`config.mk`:
```
export PLATFORM = sky130hd
export DESIGN_NAME = dac_wr_ctrl
export DESIGN_NICKNAME = d
export VERILOG_FILES = /design/src/rtl/dac_wr_pkg.sv /design/src/rtl/dac_rst_sync.sv /design/src/rtl/dac_wait_timer.sv /design/src/rtl/dac_frame_sreg.sv /design/src/rtl/dac_wr_seq.sv /design/src/rtl/dac_wr_ctrl.sv
export SDC_FILE = /design/constraint.sdc
export NUM_CORES = 1
export LEC_CHECK = 0
export ABC_CLOCK_PERIOD_IN_PS = 1200
export BUFFER_PORTS_ARGS = -buffer_cell sky130_fd_sc_hd__buf_2
export CAP_MARGIN = 20
export CORE_MARGIN = 3
export CORE_UTILIZATION = 58
export DETAILED_ROUTE_END_ITERATION = 10
export PLACE_DENSITY = 0.82
export SLEW_MARGIN = 20
export SYNTH_ARGS = -nofsm -noshare
export SYNTH_HDL_FRONTEND = slang
export SYNTH_HIERARCHICAL = 1
export SYNTH_SLANG_ARGS = --single-unit
export TNS_END_PERCENT = 1
```
`constraint.sdc`:
```
create_clock -name clk -period 1.2 [get_ports clk]
set_input_delay 0 -clock clk [delete_from_list [all_inputs] [get_ports clk]]
set_output_delay 0 -clock clk [all_outputs]
set_load 0.05 [all_outputs]
```
`src/rtl/dac_wr_pkg.sv`:
```
package dac_wr_pkg;

  localparam int FRAME_W = 16;
  localparam int CODE_W  = 8;

  typedef enum logic [2:0] {
    ST_IDLE,
    ST_CS_SETUP,
    ST_FS_SETUP,
    ST_SHIFT,
    ST_HOLD,
    ST_GAP
  } seq_state_e;

  // Word layout: pad, fast, power-down, pad, code, four zero pad bits.
  function automatic logic [FRAME_W-1:0] build_frame(
    input logic [CODE_W-1:0] code,
    input logic              fast,
    input logic              pdn
  );
    build_frame = {1'b0, fast, pdn, 1'b0, code, 4'b0000};
  endfunction

  function automatic int max_of5(input int a, input int b, input int c,
                                 input int d, input int e);
    int m;
    m = a;
    if (b > m) m = b;
    if (c > m) m = c;
    if (d > m) m = d;
    if (e > m) m = e;
    return m;
  endfunction

endpackage

```
`src/rtl/dac_rst_sync.sv`:
```
module dac_rst_sync #(
  parameter int STAGES = 2
) (
  input  logic clk,
  input  logic rst_n,
  output logic rst_n_sync
);

  logic [STAGES-1:0] chain_q;
  logic [STAGES-1:0] chain_d;

  generate
    if (STAGES == 1) begin : g_one
      always_comb chain_d = 1'b1;
    end else begin : g_many
      always_comb chain_d = {chain_q[STAGES-2:0], 1'b1};
    end
  endgenerate

  always_ff @(posedge clk or negedge rst_n) begin
    if (!rst_n) chain_q <= '0;
    else        chain_q <= chain_d;
  end

  assign rst_n_sync = chain_q[STAGES-1];

endmodule

```
`src/rtl/dac_wait_timer.sv`:
```
module dac_wait_timer #(
  parameter int W = 4
) (
  input  logic         clk,
  input  logic         rst_n,
  input  logic         load,
  input  logic [W-1:0] load_val,
  output logic         expired
);

  logic [W-1:0] cnt_q;
  logic [W-1:0] cnt_d;
  logic         cnt_en;

  always_comb begin
    cnt_en = load || (cnt_q != '0);
    if (load) cnt_d = load_val;
    else      cnt_d = cnt_q - W'(1);
  end

  always_ff @(posedge clk or negedge rst_n) begin
    if (!rst_n)      cnt_q <= '0;
    else if (cnt_en) cnt_q <= cnt_d;
  end

  assign expired = (cnt_q == '0);

endmodule

```
`src/rtl/dac_frame_sreg.sv`:
```
module dac_frame_sreg #(
  parameter int W = 16
) (
  input  logic         clk,
  input  logic         rst_n,
  input  logic         load,
  input  logic [W-1:0] load_word,
  input  logic         shift,
  output logic         msb
);

  logic [W-1:0] sreg_q;
  logic [W-1:0] sreg_d;
  logic         sreg_en;

  always_comb begin
    sreg_en = load || shift;
    if (load) sreg_d = load_word;
    else      sreg_d = {sreg_q[W-2:0], 1'b0};
  end

  always_ff @(posedge clk or negedge rst_n) begin
    if (!rst_n)       sreg_q <= '0;
    else if (sreg_en) sreg_q <= sreg_d;
  end

  assign msb = sreg_q[W-1];

endmodule

```
`src/rtl/dac_wr_seq.sv`:
```
module dac_wr_seq
  import dac_wr_pkg::*;
#(
  parameter int DIV_HALF = 7,
  parameter int CS_SETUP = 3,
  parameter int FS_SETUP = 2,
  parameter int CS_HOLD  = 3,
  parameter int GAP_CYC  = 5,
  parameter int TMR_W    = 4
) (
  input  logic             clk,
  input  logic             rst_n,
  input  logic             req_valid,
  input  logic             tmr_expired,
  output logic             req_ready,
  output logic             busy,
  output logic             done,
  output logic             cs_n,
  output logic             fs,
  output logic             sclk,
  output logic             frame_load,
  output logic             shift_en,
  output logic             tmr_load,
  output logic [TMR_W-1:0] tmr_val
);

  localparam int CNT_W = $clog2(FRAME_W + 1);
  localparam logic [TMR_W-1:0] LD_HALF = TMR_W'(DIV_HALF - 1);
  localparam logic [TMR_W-1:0] LD_CS   = TMR_W'(CS_SETUP - 1);
  localparam logic [TMR_W-1:0] LD_FS   = TMR_W'(FS_SETUP - 1);
  localparam logic [TMR_W-1:0] LD_HOLD = TMR_W'(CS_HOLD - 1);
  localparam logic [TMR_W-1:0] LD_GAP  = TMR_W'(GAP_CYC - 1);
  localparam logic [CNT_W-1:0] LAST_EDGE = CNT_W'(FRAME_W);

  seq_state_e       st_q, st_d;
  logic             cs_q, cs_d;
  logic             fs_q, fs_d;
  logic             sclk_q, sclk_d;
  logic             done_q, done_d;
  logic [CNT_W-1:0] fall_q, fall_d;

  always_comb begin
    st_d       = st_q;
    cs_d       = cs_q;
    fs_d       = fs_q;
    sclk_d     = sclk_q;
    fall_d     = fall_q;
    done_d     = 1'b0;
    frame_load = 1'b0;
    shift_en   = 1'b0;
    tmr_load   = 1'b0;
    tmr_val    = '0;
    unique case (st_q)
      ST_IDLE: begin
        if (req_valid) begin
          frame_load = 1'b1;
          st_d       = ST_CS_SETUP;
          cs_d       = 1'b0;
          fall_d     = '0;
          tmr_load   = 1'b1;
          tmr_val    = LD_CS;
        end
      end
      ST_CS_SETUP: begin
        if (tmr_expired) begin
          st_d     = ST_FS_SETUP;
          fs_d     = 1'b0;
          tmr_load = 1'b1;
          tmr_val  = LD_FS;
        end
      end
      ST_FS_SETUP: begin
        if (tmr_expired) begin
          st_d     = ST_SHIFT;
          tmr_load = 1'b1;
          tmr_val  = LD_HALF;
        end
      end
      ST_SHIFT: begin
        if (tmr_expired) begin
          tmr_load = 1'b1;
          tmr_val  = LD_HALF;
          sclk_d   = !sclk_q;
          if (sclk_q) begin
            fall_d = fall_q + CNT_W'(1);
          end else if (fall_q == LAST_EDGE) begin
            st_d    = ST_HOLD;
            tmr_val = LD_HOLD;
          end else begin
            shift_en = 1'b1;
          end
        end
      end
      ST_HOLD: begin
        if (tmr_expired) begin
          st_d     = ST_GAP;
          cs_d     = 1'b1;
          fs_d     = 1'b1;
          tmr_load = 1'b1;
          tmr_val  = LD_GAP;
        end
      end
      ST_GAP: begin
        if (tmr_expired) begin
          st_d   = ST_IDLE;
          done_d = 1'b1;
        end
      end
      default: st_d = ST_IDLE;
    endcase
  end

  always_ff @(posedge clk or negedge rst_n) begin
    if (!rst_n) begin
      st_q   <= ST_IDLE;
      cs_q   <= 1'b1;
      fs_q   <= 1'b1;
      sclk_q <= 1'b1;
      done_q <= 1'b0;
      fall_q <= '0;
    end else begin
      st_q   <= st_d;
      cs_q   <= cs_d;
      fs_q   <= fs_d;
      sclk_q <= sclk_d;
      done_q <= done_d;
      fall_q <= fall_d;
    end
  end

  assign req_ready = (st_q == ST_IDLE);
  assign busy      = (st_q != ST_IDLE);
  assign done      = done_q;
  assign cs_n      = cs_q;
  assign fs        = fs_q;
  assign sclk      = sclk_q;

  AST_ACCEPT_DROPS_CS: assert property (@(posedge clk) disable iff (!rst_n)
    (req_valid && req_ready) |=> (!cs_q && busy && !req_ready));
  AST_FS_INSIDE_CS: assert property (@(posedge clk) disable iff (!rst_n)
    !fs_q |-> !cs_q);
  AST_SCLK_PARKED: assert property (@(posedge clk) disable iff (!rst_n)
    cs_q |-> sclk_q);
  AST_EDGE_LIMIT: assert property (@(posedge clk) disable iff (!rst_n)
    fall_q <= LAST_EDGE);
  AST_CS_FS_RISE: assert property (@(posedge clk) disable iff (!rst_n)
    $rose(cs_q) |-> $rose(fs_q));
  AST_DONE_SINGLE: assert property (@(posedge clk) disable iff (!rst_n)
    done_q |=> !done_q);

endmodule

```
`src/rtl/dac_wr_ctrl.sv`:
```
module dac_wr_ctrl
  import dac_wr_pkg::*;
#(
  parameter int DIV_HALF    = 7,
  parameter int CS_SETUP    = 3,
  parameter int FS_SETUP    = 2,
  parameter int CS_HOLD     = 3,
  parameter int GAP_CYC     = 5,
  parameter int SYNC_STAGES = 2
) (
  input  logic              clk,
  input  logic              rst_n,
  input  logic              req_valid,
  output logic              req_ready,
  input  logic [CODE_W-1:0] req_code,
  input  logic              req_fast,
  input  logic              req_pdn,
  output logic              busy,
  output logic              done,
  output logic              dac_cs_n,
  output logic              dac_fs,
  output logic              dac_sclk,
  output logic              dac_din
);

  localparam int MAX_WAIT = max_of5(DIV_HALF, CS_SETUP, FS_SETUP, CS_HOLD, GAP_CYC);
  localparam int TMR_W    = $clog2(MAX_WAIT + 1);

  logic             rst_n_i;
  logic             tmr_expired;
  logic             tmr_load;
  logic [TMR_W-1:0] tmr_val;
  logic             frame_load;
  logic             shift_en;
  logic [FRAME_W-1:0] frame_word;

  assign frame_word = build_frame(req_code, req_fast, req_pdn);

  dac_rst_sync #(.STAGES(SYNC_STAGES)) u_rst (
    .clk        (clk),
    .rst_n      (rst_n),
    .rst_n_sync (rst_n_i)
  );

  dac_wait_timer #(.W(TMR_W)) u_tmr (
    .clk      (clk),
    .rst_n    (rst_n_i),
    .load     (tmr_load),
    .load_val (tmr_val),
    .expired  (tmr_expired)
  );

  dac_frame_sreg #(.W(FRAME_W)) u_sreg (
    .clk       (clk),
    .rst_n     (rst_n_i),
    .load      (frame_load),
    .load_word (frame_word),
    .shift     (shift_en),
    .msb       (dac_din)
  );

  dac_wr_seq #(
    .DIV_HALF (DIV_HALF),
    .CS_SETUP (CS_SETUP),
    .FS_SETUP (FS_SETUP),
    .CS_HOLD  (CS_HOLD),
    .GAP_CYC  (GAP_CYC),
    .TMR_W    (TMR_W)
  ) u_seq (
    .clk         (clk),
    .rst_n       (rst_n_i),
    .req_valid   (req_valid),
    .tmr_expired (tmr_expired),
    .req_ready   (req_ready),
    .busy        (busy),
    .done        (done),
    .cs_n        (dac_cs_n),
    .fs          (dac_fs),
    .sclk        (dac_sclk),
    .frame_load  (frame_load),
    .shift_en    (shift_en),
    .tmr_load    (tmr_load),
    .tmr_val     (tmr_val)
  );

  AST_DIN_ON_RISE: assert property (@(posedge clk) disable iff (!rst_n_i)
    !$stable(dac_din) |-> $rose(dac_sclk));

endmodule

```
==> flow_summary.toml <==
[run_status]
status = "complete, but fails checks"
violations = "negative setup slack"

[cells_and_area]
finish.instance_area_sq_um = 2630
instances_no_fill = 286
layout_commonest_cell = "buf_4"
num-nets-final = 271
utilization = 0.928
antenna_cells = 0
final_cell_mix = "buf_4, dfrtp_1, nand2_1"
drive_above_1_share = 0.427
area_growth_pct = 47.5

[route]
viasPerCell = 6.09
drt_wl_total_mm = 5.80
drtAntennaViolNets = 0
drtIter0Drc = 178
first_pass_iters = 5
avgRoutedWirePerCell_um = 20.3
drc_errors = 0
num_vias = 1743

[timing]
rsz0062_at_grt = "yes"
tns_ns = -17.50
fmax_mhz = 527
drv_slew = 0
period_share = 1.58
holdWs_ns = 0.181
fin_ws_ns = -0.698
report.final.setup_viol = 33
post-route-min-period_ns = 1.90
final-hold-violation-count = 0
worst_clock_skew_ns = 0.0103

[pwr]
p_total_mw = 6.17
power_density_nw_per_um2 = 2350
p_leak_nw = 1.14
power.internal_mw = 3.73
switching_share = 0.396
pwr-share-clk = 0.144
irDropWorstVdd_uv = 2010
power_frac_seq = 0.312
switchingPower_mw = 2.44
combPwrFrac = 0.544

[global_route]
grt_use_total = 0.301
grt_pass1_wl_mm = 8.11
grt_max_degree = 32
antenna_found_initial = 0
grt_pass1_vias = 1738
grt.overflow.total = 0

[yosys]
synth_warnings = 6
syn_area_per_cell_sq_um = 9.94
synth_flop_cell = "dfrtp_1"
synthCells = 179
ys_seq_elements = 33
synth_edf_count = 0
yosysUniqueCellTypes = 39
synth_seq_area_share = 0.466
syn-cell-area_sq_um = 1780
async_flop_share = 1.00

[placed_design]
place_congestion = 0.836
placed_area_sq_um = 2110
dp_slack_ns = -0.800
dp.cells = 255
place_hpwl_mm = 2.87
portBuffers = 19

[worst_setup_path]
required_ns = 1.43
worstPathMaxFanout = 8
arrival_ns = 2.13
cp-endpoint = "u_sreg/sreg_q[5]$_DFFE_PN0P_"
endpoint_kind = "register"
cp_cell_sequence = "inv_2 -> ha_4 -> nand2b_4 -> inv_4 -> nand4b_1 -> nor3_4 -> buf_6 -> mux2i_1 -> o21ai_1"
crit_path_start_kind = "register"
crit_buf_inv = 3
path_class = "register to register"
worstReg2RegEnd = "u_sreg/sreg_q[5]$_DFFE_PN0P_"
crit_path_max_incr_delay_ns = 0.42
r2r_setup_slack_ns = -0.70
reg2reg_depth = 9
r2r-start = "u_tmr/cnt_q[0]$_DFFE_PN0P_"
crit_cells = 9
slowest_stage = "dfrtp_1"
cpLargestDelayFamily = "simple AND/OR/NAND/NOR gates"
startpoint = "u_tmr/cnt_q[0]$_DFFE_PN0P_"

[cts]
cts.clk_slew.worst_paths_ns = 0.11
htreeDepth = 2
cts_root_buf = "clkbuf_4"
cts_inserted_buffers = 5
cts_tree = "yes"
clkLatencyLatePin_ns = 0.34
cts_buffer_depth = 2
cts_sinks = 33

[floorplanning]
start_util = 0.629
die_w_um = 61.4
num_rows = 19
io_pins = 20
dieHeight_um = 61.4
dieArea_sq_um = 3770
core-area_sq_um = 2830

[hold_path]
min_path_cells = 4
hp-class = "primary input to register"

[job]
maxCapViolCount = 0
-- power groups by stage --
| stage | clock, mW | sequential [mW] | combinational, mW |
|---|---|---|---|
| floorplan | 0 | 1.91 | 1.35 |
| global placement | 0 | 1.80 | 2.08 |
| detailed placement | 0 | 1.82 | 2.26 |
| CTS | 0.885 | 1.82 | 2.92 |
| global route | 0.954 | 1.95 | 3.55 |
| finish | 0.889 | 1.92 | 3.36 |
-- tightest hold or removal path, stage by stage --
cell,delay [ns]
buf_2,0.10
or3_1,0.11
a21oi_1,0.09
nor3_2,0.17
-- sequential cells by signal, summed over array words and instances (netlist names) --
name	count
u_rst/chain_q	2
u_seq/cs_n	1
u_seq/done	1
u_seq/fall_q	5
u_seq/fs	1
u_seq/sclk	1
u_seq/st_q	3
u_sreg/sreg_q	16
u_tmr/cnt_q	3
-- cell families after synthesis --
logic type                 synth area share
and+or+nand+nor                       0.193
adders and majority gates            0.0338
buffers and inverters                0.0703
DFF                                   0.466
other                               0.00422
xor gates and xnor gates            0.00492
muxes                                 0.107
AOI/OAI and AO/OA                     0.120
-- cell usage after synthesis (2+ instances only) --
cell type / instances / share of area
a211oi_2: 2 / 0.014
a21oi_1: 6 / 0.017
buf_2: 3 / 0.0084
buf_6: 3 / 0.019
clkbuf_1: 5 / 0.011
conb_1: 2 / 0.0042
dfrtp_1: 30 / 0.42
dfstp_2: 3 / 0.044
ha_1: 4 / 0.028
inv_1: 10 / 0.021
mux2i_1: 19 / 0.11
nand2_1: 22 / 0.046
nand2b_1: 6 / 0.021
nand3_1: 5 / 0.014
nand3b_1: 2 / 0.0084
nor2_1: 4 / 0.0084
nor2b_1: 4 / 0.014
nor3_1: 5 / 0.014
nor3b_1: 4 / 0.017
nor4b_1: 2 / 0.0098
o21ai_0: 11 / 0.031
o21ai_1: 9 / 0.025
or3b_1: 2 / 0.0098
-- final cells by class --
class	instances	area [sq um]
fillers	96	204
clock buffers	7	55.1
well taps	31	38.8
multi-input cells	129	1030
inverters	10	40.0
flip-flops and latches	33	831
clock inverters	1	30.0
repair buffers	75	604
-- metal layers --
metal  track usage  share of wire  vias to the layer above
li1              -              -                      763
met1         0.323           0.35                      842
met2         0.554           0.54                      106
met3        0.0755          0.070                       32
met4         0.130          0.044                        0
met5             0              0                        -
-- timing repair --
| action | CTS | global route |
|---|---|---|
| hold buffers | 12 | 0 |
| endpoints found under the hold margin | 12 | 0 |
| cloned | 1 | 0 |
| buffers inserted | 10 | 2 |
| setup endpoints to repair | 34 | 35 |
| pin swaps | 10 | 6 |
| gates resized for setup | 43 | 23 |
-- how the worst min path moves through the flow --
| stage | from | to | slack (ns) |
|---|---|---|---|
| 6_report | req_valid | u_seq/st_q[0]$_DFFE_PN0P_ | 0.18 |
| 5_1_grt | req_valid | u_seq/st_q[0]$_DFFE_PN0P_ | 0.17 |
| 2_1_floorplan | rst_n | u_rst/chain_q[0]$_DFF_PN0_ | -0.30 |
| 3_3_place_gp | rst_n | u_rst/chain_q[1]$_DFF_PN0_ | -0.21 |
| 4_1_cts | req_valid | u_seq/st_q[0]$_DFFE_PN0P_ | 0.12 |
| 3_5_place_dp | rst_n | u_rst/chain_q[1]$_DFF_PN0_ | -0.21 |
Note: power is estimated with default switching activity, not from simulation.
